==> src/rtl/stk_pkg.sv <==
package stk_pkg;
  localparam int ADDR_W   = 16;
  localparam int DATA_W   = 8;
  localparam int RD_SLOTS = 3;
  localparam int MAX_ACC  = 5;
  localparam int IDX_W    = $clog2(MAX_ACC + 1);
  localparam int CNT_W    = $clog2(RD_SLOTS + 1);

  localparam logic [DATA_W-1:0] FLG_NEG   = 8'h80;
  localparam logic [DATA_W-1:0] FLG_BRK   = 8'h10;
  localparam logic [DATA_W-1:0] FLG_IRQ   = 8'h04;
  localparam logic [DATA_W-1:0] FLG_ZERO  = 8'h02;
  localparam logic [DATA_W-1:0] PULL_MASK = 8'hCF;

  typedef enum logic [2:0] {
    OP_PUSH_ACC = 3'd0,
    OP_PUSH_FLG = 3'd1,
    OP_PULL_ACC = 3'd2,
    OP_PULL_FLG = 3'd3,
    OP_CALL     = 3'd4,
    OP_RET      = 3'd5,
    OP_BRK      = 3'd6,
    OP_RTI      = 3'd7
  } stk_op_e;

  typedef enum logic [1:0] {
    ST_IDLE = 2'd0,
    ST_ACC  = 2'd1,
    ST_TAIL = 2'd2
  } stk_state_e;
endpackage

==> src/rtl/stk_access_gen.sv <==
module stk_access_gen
  import stk_pkg::*;
#(
  parameter logic [7:0]  STACK_PAGE = 8'h01,
  parameter logic [15:0] BRK_VECTOR = 16'hFFFE
) (
  input  stk_op_e            op,
  input  logic [IDX_W-1:0]   idx,
  input  logic [DATA_W-1:0]  sp,
  input  logic [ADDR_W-1:0]  pc,
  input  logic [DATA_W-1:0]  acc,
  input  logic [DATA_W-1:0]  flags,
  output logic [ADDR_W-1:0]  addr,
  output logic               we,
  output logic [DATA_W-1:0]  wdata,
  output logic               last
);
  logic [DATA_W-1:0] down_idx, up_idx;
  logic [ADDR_W-1:0] call_ret, brk_ret;

  // pushes walk downward from S, pulls walk upward from S+1
  assign down_idx = sp - DATA_W'(idx);
  assign up_idx   = sp + DATA_W'(1) + DATA_W'(idx);
  assign call_ret = pc - ADDR_W'(1);
  assign brk_ret  = pc + ADDR_W'(1);

  always_comb begin
    addr  = {STACK_PAGE, down_idx};
    we    = 1'b0;
    wdata = '0;
    last  = 1'b0;
    case (op)
      OP_PUSH_ACC: begin
        we = 1'b1; wdata = acc; last = 1'b1;
      end
      OP_PUSH_FLG: begin
        we = 1'b1; wdata = flags | FLG_BRK; last = 1'b1;
      end
      OP_PULL_ACC, OP_PULL_FLG: begin
        addr = {STACK_PAGE, up_idx}; last = 1'b1;
      end
      OP_CALL: begin
        we    = 1'b1;
        wdata = (idx == '0) ? call_ret[15:8] : call_ret[7:0];
        last  = (idx == IDX_W'(1));
      end
      OP_RET: begin
        addr = {STACK_PAGE, up_idx};
        last = (idx == IDX_W'(1));
      end
      OP_BRK: begin
        case (idx)
          IDX_W'(0): begin we = 1'b1; wdata = brk_ret[15:8]; end
          IDX_W'(1): begin we = 1'b1; wdata = brk_ret[7:0]; end
          IDX_W'(2): begin we = 1'b1; wdata = flags | FLG_BRK; end
          IDX_W'(3): addr = BRK_VECTOR;
          default: begin
            addr = BRK_VECTOR + ADDR_W'(1);
            last = 1'b1;
          end
        endcase
      end
      default: begin  // OP_RTI
        addr = {STACK_PAGE, up_idx};
        last = (idx == IDX_W'(2));
      end
    endcase
  end
endmodule

==> src/rtl/stk_result.sv <==
module stk_result
  import stk_pkg::*;
(
  input  stk_op_e                          op,
  input  logic [ADDR_W-1:0]                pc,
  input  logic [ADDR_W-1:0]                tgt,
  input  logic [DATA_W-1:0]                acc,
  input  logic [DATA_W-1:0]                flags,
  input  logic [DATA_W-1:0]                sp,
  input  logic [RD_SLOTS-1:0][DATA_W-1:0]  rd,
  output logic [ADDR_W-1:0]                pc_n,
  output logic [DATA_W-1:0]                sp_n,
  output logic [DATA_W-1:0]                acc_n,
  output logic [DATA_W-1:0]                flg_n
);
  logic [DATA_W-1:0] pulled_flags;
  logic [DATA_W-1:0] acc_flags;

  // bits 5 and 4 never come from memory
  assign pulled_flags = (rd[0] & PULL_MASK) | (flags & ~PULL_MASK);
  assign acc_flags    = (flags & ~(FLG_NEG | FLG_ZERO))
                      | (rd[0] & FLG_NEG)
                      | ((rd[0] == '0) ? FLG_ZERO : '0);

  always_comb begin
    pc_n  = pc;
    sp_n  = sp;
    acc_n = acc;
    flg_n = flags;
    case (op)
      OP_PUSH_ACC, OP_PUSH_FLG: sp_n = sp - DATA_W'(1);
      OP_PULL_ACC: begin
        acc_n = rd[0];
        flg_n = acc_flags;
        sp_n  = sp + DATA_W'(1);
      end
      OP_PULL_FLG: begin
        flg_n = pulled_flags;
        sp_n  = sp + DATA_W'(1);
      end
      OP_CALL: begin
        pc_n = tgt;
        sp_n = sp - DATA_W'(2);
      end
      OP_RET: begin
        pc_n = {rd[1], rd[0]} + ADDR_W'(1);
        sp_n = sp + DATA_W'(2);
      end
      OP_BRK: begin
        pc_n  = {rd[1], rd[0]};
        flg_n = flags | FLG_BRK | FLG_IRQ;
        sp_n  = sp - DATA_W'(3);
      end
      default: begin  // OP_RTI
        flg_n = pulled_flags;
        pc_n  = {rd[2], rd[1]};
        sp_n  = sp + DATA_W'(3);
      end
    endcase
  end
endmodule

==> src/rtl/stk_seq.sv <==
module stk_seq
  import stk_pkg::*;
#(
  parameter logic [7:0]  STACK_PAGE = 8'h01,
  parameter logic [15:0] BRK_VECTOR = 16'hFFFE
) (
  input  logic               clk,
  input  logic               rst,
  input  logic               cmd_valid,
  input  logic [2:0]         cmd_op,
  input  logic [ADDR_W-1:0]  pc_in,
  input  logic [ADDR_W-1:0]  call_tgt,
  input  logic [DATA_W-1:0]  acc_in,
  input  logic [DATA_W-1:0]  flags_in,
  input  logic [DATA_W-1:0]  sp_in,
  output logic               mem_en,
  output logic               mem_we,
  output logic [ADDR_W-1:0]  mem_addr,
  output logic [DATA_W-1:0]  mem_wdata,
  input  logic [DATA_W-1:0]  mem_rdata,
  output logic [ADDR_W-1:0]  pc_out,
  output logic [DATA_W-1:0]  sp_out,
  output logic [DATA_W-1:0]  acc_out,
  output logic [DATA_W-1:0]  flags_out,
  output logic               busy,
  output logic               done
);
  stk_state_e        state_q;
  stk_op_e           op_q;
  logic [ADDR_W-1:0] pc_q, tgt_q;
  logic [DATA_W-1:0] acc_q, flg_q, sp_q;
  logic [IDX_W-1:0]  idx_q;
  logic              last_q;
  logic              rdv_q;
  logic [CNT_W-1:0]  rd_cnt_q;

  logic [RD_SLOTS-1:0][DATA_W-1:0] slot_q, slot_d;

  // access generator sees the live command while idle, latched copy after
  logic              take;
  stk_op_e           g_op;
  logic [IDX_W-1:0]  g_idx;
  logic [DATA_W-1:0] g_sp, g_acc, g_flg;
  logic [ADDR_W-1:0] g_pc;
  logic [ADDR_W-1:0] g_addr;
  logic              g_we, g_last;
  logic [DATA_W-1:0] g_wdata;

  assign take  = (state_q == ST_IDLE);
  assign g_op  = take ? stk_op_e'(cmd_op) : op_q;
  assign g_idx = take ? '0 : idx_q;
  assign g_sp  = take ? sp_in : sp_q;
  assign g_acc = take ? acc_in : acc_q;
  assign g_flg = take ? flags_in : flg_q;
  assign g_pc  = take ? pc_in : pc_q;

  stk_access_gen #(
    .STACK_PAGE (STACK_PAGE),
    .BRK_VECTOR (BRK_VECTOR)
  ) u_gen (
    .op    (g_op),
    .idx   (g_idx),
    .sp    (g_sp),
    .pc    (g_pc),
    .acc   (g_acc),
    .flags (g_flg),
    .addr  (g_addr),
    .we    (g_we),
    .wdata (g_wdata),
    .last  (g_last)
  );

  // read-data slots, filled in the order reads return
  for (genvar g = 0; g < RD_SLOTS; g++) begin : g_slot
    assign slot_d[g] = (rdv_q && rd_cnt_q == CNT_W'(g)) ? mem_rdata : slot_q[g];
    always_ff @(posedge clk) begin
      if (rst) slot_q[g] <= '0;
      else     slot_q[g] <= slot_d[g];
    end
  end

  logic [ADDR_W-1:0] r_pc;
  logic [DATA_W-1:0] r_sp, r_acc, r_flg;

  stk_result u_res (
    .op    (op_q),
    .pc    (pc_q),
    .tgt   (tgt_q),
    .acc   (acc_q),
    .flags (flg_q),
    .sp    (sp_q),
    .rd    (slot_d),
    .pc_n  (r_pc),
    .sp_n  (r_sp),
    .acc_n (r_acc),
    .flg_n (r_flg)
  );

  always_ff @(posedge clk) begin
    if (rst) begin
      state_q   <= ST_IDLE;
      op_q      <= OP_PUSH_ACC;
      pc_q      <= '0;
      tgt_q     <= '0;
      acc_q     <= '0;
      flg_q     <= '0;
      sp_q      <= '0;
      idx_q     <= '0;
      last_q    <= 1'b0;
      rdv_q     <= 1'b0;
      rd_cnt_q  <= '0;
      mem_en    <= 1'b0;
      mem_we    <= 1'b0;
      mem_addr  <= '0;
      mem_wdata <= '0;
      pc_out    <= '0;
      sp_out    <= '0;
      acc_out   <= '0;
      flags_out <= '0;
      busy      <= 1'b0;
      done      <= 1'b0;
    end else begin
      done  <= 1'b0;
      rdv_q <= mem_en & ~mem_we;
      if (rdv_q) rd_cnt_q <= rd_cnt_q + CNT_W'(1);
      case (state_q)
        ST_IDLE: begin
          if (cmd_valid) begin
            op_q      <= stk_op_e'(cmd_op);
            pc_q      <= pc_in;
            tgt_q     <= call_tgt;
            acc_q     <= acc_in;
            flg_q     <= flags_in;
            sp_q      <= sp_in;
            mem_en    <= 1'b1;
            mem_we    <= g_we;
            mem_addr  <= g_addr;
            mem_wdata <= g_wdata;
            last_q    <= g_last;
            idx_q     <= IDX_W'(1);
            rd_cnt_q  <= '0;
            busy      <= 1'b1;
            state_q   <= ST_ACC;
          end
        end
        ST_ACC: begin
          if (last_q) begin
            mem_en  <= 1'b0;
            mem_we  <= 1'b0;
            state_q <= ST_TAIL;
          end else begin
            mem_we    <= g_we;
            mem_addr  <= g_addr;
            mem_wdata <= g_wdata;
            last_q    <= g_last;
            idx_q     <= idx_q + IDX_W'(1);
          end
        end
        default: begin  // ST_TAIL: last read byte arrives here
          pc_out    <= r_pc;
          sp_out    <= r_sp;
          acc_out   <= r_acc;
          flags_out <= r_flg;
          done      <= 1'b1;
          busy      <= 1'b0;
          state_q   <= ST_IDLE;
        end
      endcase
    end
  end
endmodule

==> config.mk <==
export PLATFORM = sky130hd
export DESIGN_NAME = stk_seq
export DESIGN_NICKNAME = d
export VERILOG_FILES = /design/src/rtl/stk_pkg.sv /design/src/rtl/stk_access_gen.sv /design/src/rtl/stk_result.sv /design/src/rtl/stk_seq.sv
export SDC_FILE = /design/constraint.sdc
export NUM_CORES = 1
export LEC_CHECK = 0
export BUFFER_PORTS_ARGS = -buffer_cell sky130_fd_sc_hd__buf_4
export CAP_MARGIN = 20
export CORE_UTILIZATION = 40
export CTS_CLUSTER_DIAMETER = 50
export DETAILED_ROUTE_END_ITERATION = 10
export GPL_TIMING_DRIVEN = 0
export PLACE_DENSITY = 0.69
export SKIP_LAST_GASP = 1
export SLEW_MARGIN = 0
export SYNTH_ARGS = -nofsm -noshare
export SYNTH_HDL_FRONTEND = slang
export SYNTH_HIERARCHICAL = 1
export SYNTH_SLANG_ARGS = --single-unit
==> constraint.sdc <==
create_clock -name clk -period 3.7 [get_ports clk]
set_input_delay 0.37 -clock clk [delete_from_list [all_inputs] [get_ports clk]]
set_output_delay 0.37 -clock clk [all_outputs]
set_load 0.1 [all_outputs]
Word-level counts from Yosys, hierarchy flattened. Cells that the tools add are included. W data, S select, Z words.

Register bits: 160. Input bits: 70. Output and inout bits: 68.

Add/sub/neg operators: 14. Equality and inequality tests: 21. Muxes and demuxes: 49. Bitwise gates (word level): 6. Reductions and logical operators: 26.

Operator list (count): $pmux W16 S2 (3); $mux W8 (10); $pmux W16 S4 (1); $mux W16 (3); $pmux W8 S3 (2); $pmux W8 S5 (1); $add A16 B1 Y16 const B (2); $pmux W8 S4 (1); $eq A3 B2 Y1 const B (6); $eq A3 B3 Y1 const B (6); $add A8 B1 Y8 const B (2); $add A8 B2 Y8 const B (2); $pmux W8 S2 (1); $reduce_or A4 Y1 (4); $sub A16 B1 Y16 const B (1); $sub A8 B2 Y8 const B (2); $mux W2 (6); $mux W3 (4); $pmux W1 S2 (5); $eq A3 B1 Y1 const B (3); $logic_not A3 Y1 (3); $mux W1 (9); $add A8 B3 Y8 (1); $logic_not A8 Y1 (1); other kinds (22) (37).

Depth between registers and ports, before layout.
Word-level depth: 8. Depth in mapped cells: 15. Mapped depth without buffers: 13.

By module. Netlist, hierarchy kept.

Modules (own cells, without submodules): stk_seq (instances 1, cells each 685, area an instance 6483.7 um2, seq. area each 3203.1 um2); stk_result (instances 1, cells each 272, area an instance 1778.0 um2, seq. area each 0.0 um2); stk_access_gen (instances 1, cells each 238, area an instance 1659.1 um2, seq. area each 0.0 um2).

Worst setup path after synthesis. OpenSTA, ideal clock, no wires.

Path kind: register -> register. Start point: register state_q[0]. End point: register mem_addr[7]. Setup time: 0.072 ns. Arrival: 2.701 ns. Required time: 3.628 ns. Setup slack: 0.927 ns. Cell stages (with the launch flop): 14. Buffers on the path: 2. Clock period less this slack: 2.773 ns. Cells stage by stage: dfxtp_1 > buf_6 > nor2_4 > buf_2 > nor2b_1 > inv_1 > ha_1 > o21ba_2 > o21bai_1 > and3_1 > a311o_1 > and4_1 > nand2_1 > mux2i_1.

Cells in the longest elaborated chain, start to end: 8. Elaborated cells on any way between the ends: 27.

Ends and longest elaborated chain: start, declared (line stk_seq.sv:28) `stk_state_e state_q;`; start signal, assigned (line stk_seq.sv:101) `state_q <= ST_IDLE;`; start signal, assigned (line stk_seq.sv:143) `state_q <= ST_ACC;`; start signal, assigned (line stk_seq.sv:150) `state_q <= ST_TAIL;`; $logic_not A2 Y1 * (line stk_seq.sv:49) `assign take = (state_q == ST_IDLE);`; $mux W3 * (line stk_seq.sv:51) `assign g_idx = take ? '0 : idx_q;`; named net g_idx[1] (line stk_seq.sv:42) `logic [IDX_W-1:0] g_idx;`; parallel branches: the longest is 3 deep, another holds $sub A8 B3 Y8; $pmux W16 S2 * (line stk_access_gen.sv:32) `case (op)`; named net g_addr[7] (line stk_seq.sv:45) `logic [ADDR_W-1:0] g_addr;`; $mux W16, on equally long branches (line stk_seq.sv:147, stk_seq.sv:128); $pmux W16 S2 * (line stk_seq.sv:126) `case (state_q)`; end signal, assigned (line stk_seq.sv:137) `mem_addr <= g_addr;`; end signal, assigned (line stk_seq.sv:153) `mem_addr <= g_addr;`; end, declared (line stk_seq.sv:18) `output logic [ADDR_W-1:0] mem_addr,`.

Mark *: on every way through the listed nets, which the timed path passes. The select of a mux whose other input is x is not followed. A chain may end at the register's enable or synchronous reset.

Final worst setup path.
Start point: register op_q[0]. End point: register sp_out[7].

Cells in the longest elaborated chain, start to end: 3. Elaborated cells on any way between the ends: 10.

Ends and longest elaborated chain: start, declared (line stk_seq.sv:29) `stk_op_e op_q;`; start signal, assigned (line stk_seq.sv:129) `op_q <= stk_op_e'(cmd_op);`; $eq A3 B2 Y1 (tied with other cells) (line stk_result.sv:30) `case (op)`; $reduce_or A2 Y1, on equally long branches; $pmux W8 S5 * (line stk_result.sv:30); named net r_sp[7] (line stk_seq.sv:83) `logic [DATA_W-1:0] r_sp, r_acc, r_flg;`; end signal, assigned (line stk_seq.sv:161) `sp_out <= r_sp;`; end, declared (line stk_seq.sv:22) `output logic [DATA_W-1:0] sp_out,`.

Mark *: on every way through the listed nets, which the timed path passes. The rest lies on a longest branch.

==> out/results.ini <==
[sta]
min_period_ns=3.41
setup_viol=0
fin_setup_tns_ns=0
relSlewSlack_pct=48.3
holdWs_ns=0.188
period_share_pct=92.2
worst_pin_slew_ns=0.774
finalClockSkew_ns=0.00972
rsz0062_at_grt=no
timing.final.ws_setup_ns=0.288
hold_viol=0
clock.fmax_ghz=0.293
slew_viol_final=0

[clock_tree]
cts_setup_buffers=0
clk_path_buf_depth=2
clkTransAtPathRegs_ns=0.07
clock_latency_ns=0.43
cts_tree=yes
clockRootBuffer=clkbuf_16
cts_buffers=17
cts_max_level=4
cts_hold_buf=0
cts_sinks=160
cts_resized=0

[worst_setup_path]
cp.depth=14
reg2regPathDepth=14
critPathRequiredTime_ns=4.07
start_kind=flip-flop
worstPathCellList=buf_4 -> buf_2 -> nand2_1 -> nor2_2 -> buf_2 -> inv_1 -> fa_1 -> a211oi_1 -> nor2_1 -> mux2i_1 -> o311ai_2 -> xnor2_1 -> mux2i_1 -> nor2_1
slowest_stage=fa_1
path_max_fanout=10
path_buf_inv=4
crit_type=flip-flop to flip-flop
crit_arrival_ns=3.78
crit_family=buffers and inverters
slowest_delay_ns=0.46
worstSetupEndpointType=flip-flop

[grt]
antenna_found_initial=0
grt_pass1_wl_mm=47.4
grtUsageTotal_pct=23.6
grt_pass1_vias=8679
globalRouteOverflowTotal=0
grt_start_max_net_pins=17

[die]
num_io_pins=138
rows=57
start_util_pct=40.7
coreArea_mm2=0.0243
die_y_um=159
die_area_mm2=0.0254
die_x_um=159

[placement]
dp_hpwl_mm=23.5
place_congestion=0.921
dp_cells=1654
dpl_cell_area_mm2=0.0113
pre_cts_ws_ns=0.334
port_buffers=136

[drt]
wirelength_mm=29.7
drcViolationCount=0
drt_iter0_drc=678
firstDrtPassIters=5
via_per_inst=5.36
vias=9041
wl_per_cell_um=17.6
antenna_left=0

[finish]
regArea_mm2=0.00320
multiInputGateArea_mm2=0.00604
fillCellCount=2329
syn_to_final_growth_pct=19.9
fin_cells=1686
drive_gt1_share_pct=24.4
final_area_mm2=0.0119
diodes=0
num-nets-final=1444

[yosys]
avgSynthCellArea_um2=8.30
yosys_warnings=6
syn_area_mm2=0.00991
synthCells=1194
syn_nets=1289

[min_path]
hold_path_depth=3
worstHoldPathType=input port to flip-flop

[power]
power.density_mw_per_mm2=420
ir_worst_vdd_uv=295
leakage_nw=4.83

[status]
status=finished, final reports clean

[flow_run]
max-cap-violations=0

worst min-delay path, cell delays in order:
cell and delay, ns:
buf_4 0.11, nand2_1 0.05, a21oi_1 0.05
state kept, by name, summed over array words and instances, names as in the netlist, named ones only:
register,count
mem_wdata,8
mem_en,1
sp_out,8
mem_we,1
pc_q,16
slot_q,24
mem_addr,16
tgt_q,16
rd_cnt_q,1
state_q,2
busy,1
idx_q,3
op_q,3
sp_q,8
flags_out,8
acc_q,8
acc_out,8
flg_q,8
rdv_q,1
last_q,1
done,1
pc_out,16
cell usage in the layout (no fill, tap or decap), types with 4 or more instances in the layout:
cell type / instances
a211oi_1: 5
a21o_1: 5
a21oi_1: 96
a221oi_1: 4
and2_1: 28
and3_1: 5
buf_2: 26
buf_4: 156
buf_6: 13
clkbuf_1: 28
clkbuf_16: 17
clkbuf_2: 4
clkinv_4: 4
dfxtp_1: 160
fa_1: 4
ha_1: 21
inv_1: 28
mux2_2: 76
mux2i_1: 80
nand2_1: 205
nand2b_1: 9
nand3_1: 23
nand4_1: 11
nor2_1: 110
nor2b_1: 24
nor3_1: 12
nor3b_1: 5
nor4_1: 5
nor4b_1: 4
o21ai_0: 30
o221ai_1: 8
o22ai_1: 23
or3_1: 5
xnor2_1: 33
xor2_1: 13
layout make-up:
cell class / count / area share [%]
buffer: 91 / 4.73
clock buffer: 20 / 3.76
clock inverter: 12 / 0.863
inverter: 28 / 0.884
multi-input combinational: 915 / 50.8
sequential: 160 / 27.0
tap: 324 / 3.41
timing repair buffer: 136 / 8.59
metal layers:
metal | GRT usage, % | up-vias | share of wire [%]
met2 | 39.9 | 293 | 48
met1 | 30.8 | 4255 | 45
met4 | 7.78 | 0 | 2.4
met3 | 3.20 | 52 | 5.0
li1 | - | 4441 | -
met5 | 0 | - | 0
stage by stage:
step                      utilization [%]  total power, mW
final                                48.9             4.99
after global routing                 48.9             5.21
after CTS                            48.9             5.00
after detailed placement             46.6             3.35
after global placement               46.6             3.33
after floorplan                         -             2.97
final timing paths:
kind	start	end	slack [ns]
max reg2reg	op_q[0]$_SDFFE_PP0P_	sp_out[7]$_SDFFE_PP0P_	0.29
max	op_q[0]$_SDFFE_PP0P_	sp_out[7]$_SDFFE_PP0P_	0.29
min	call_tgt[11]	tgt_q[11]$_SDFFE_PP0P_	0.19
min reg2reg	tgt_q[5]$_SDFFE_PP0P_	tgt_q[5]$_SDFFE_PP0P_	0.45
power by group:
group          leakage [nW]  switching (mW)  internal [mW]
Sequential             1.30          0.0739           1.81
Clock                 0.261           0.769          0.892
Combinational          3.26           0.910          0.533
Total                  4.83            1.75           3.24
Note: power is estimated with default switching activity, not from simulation.
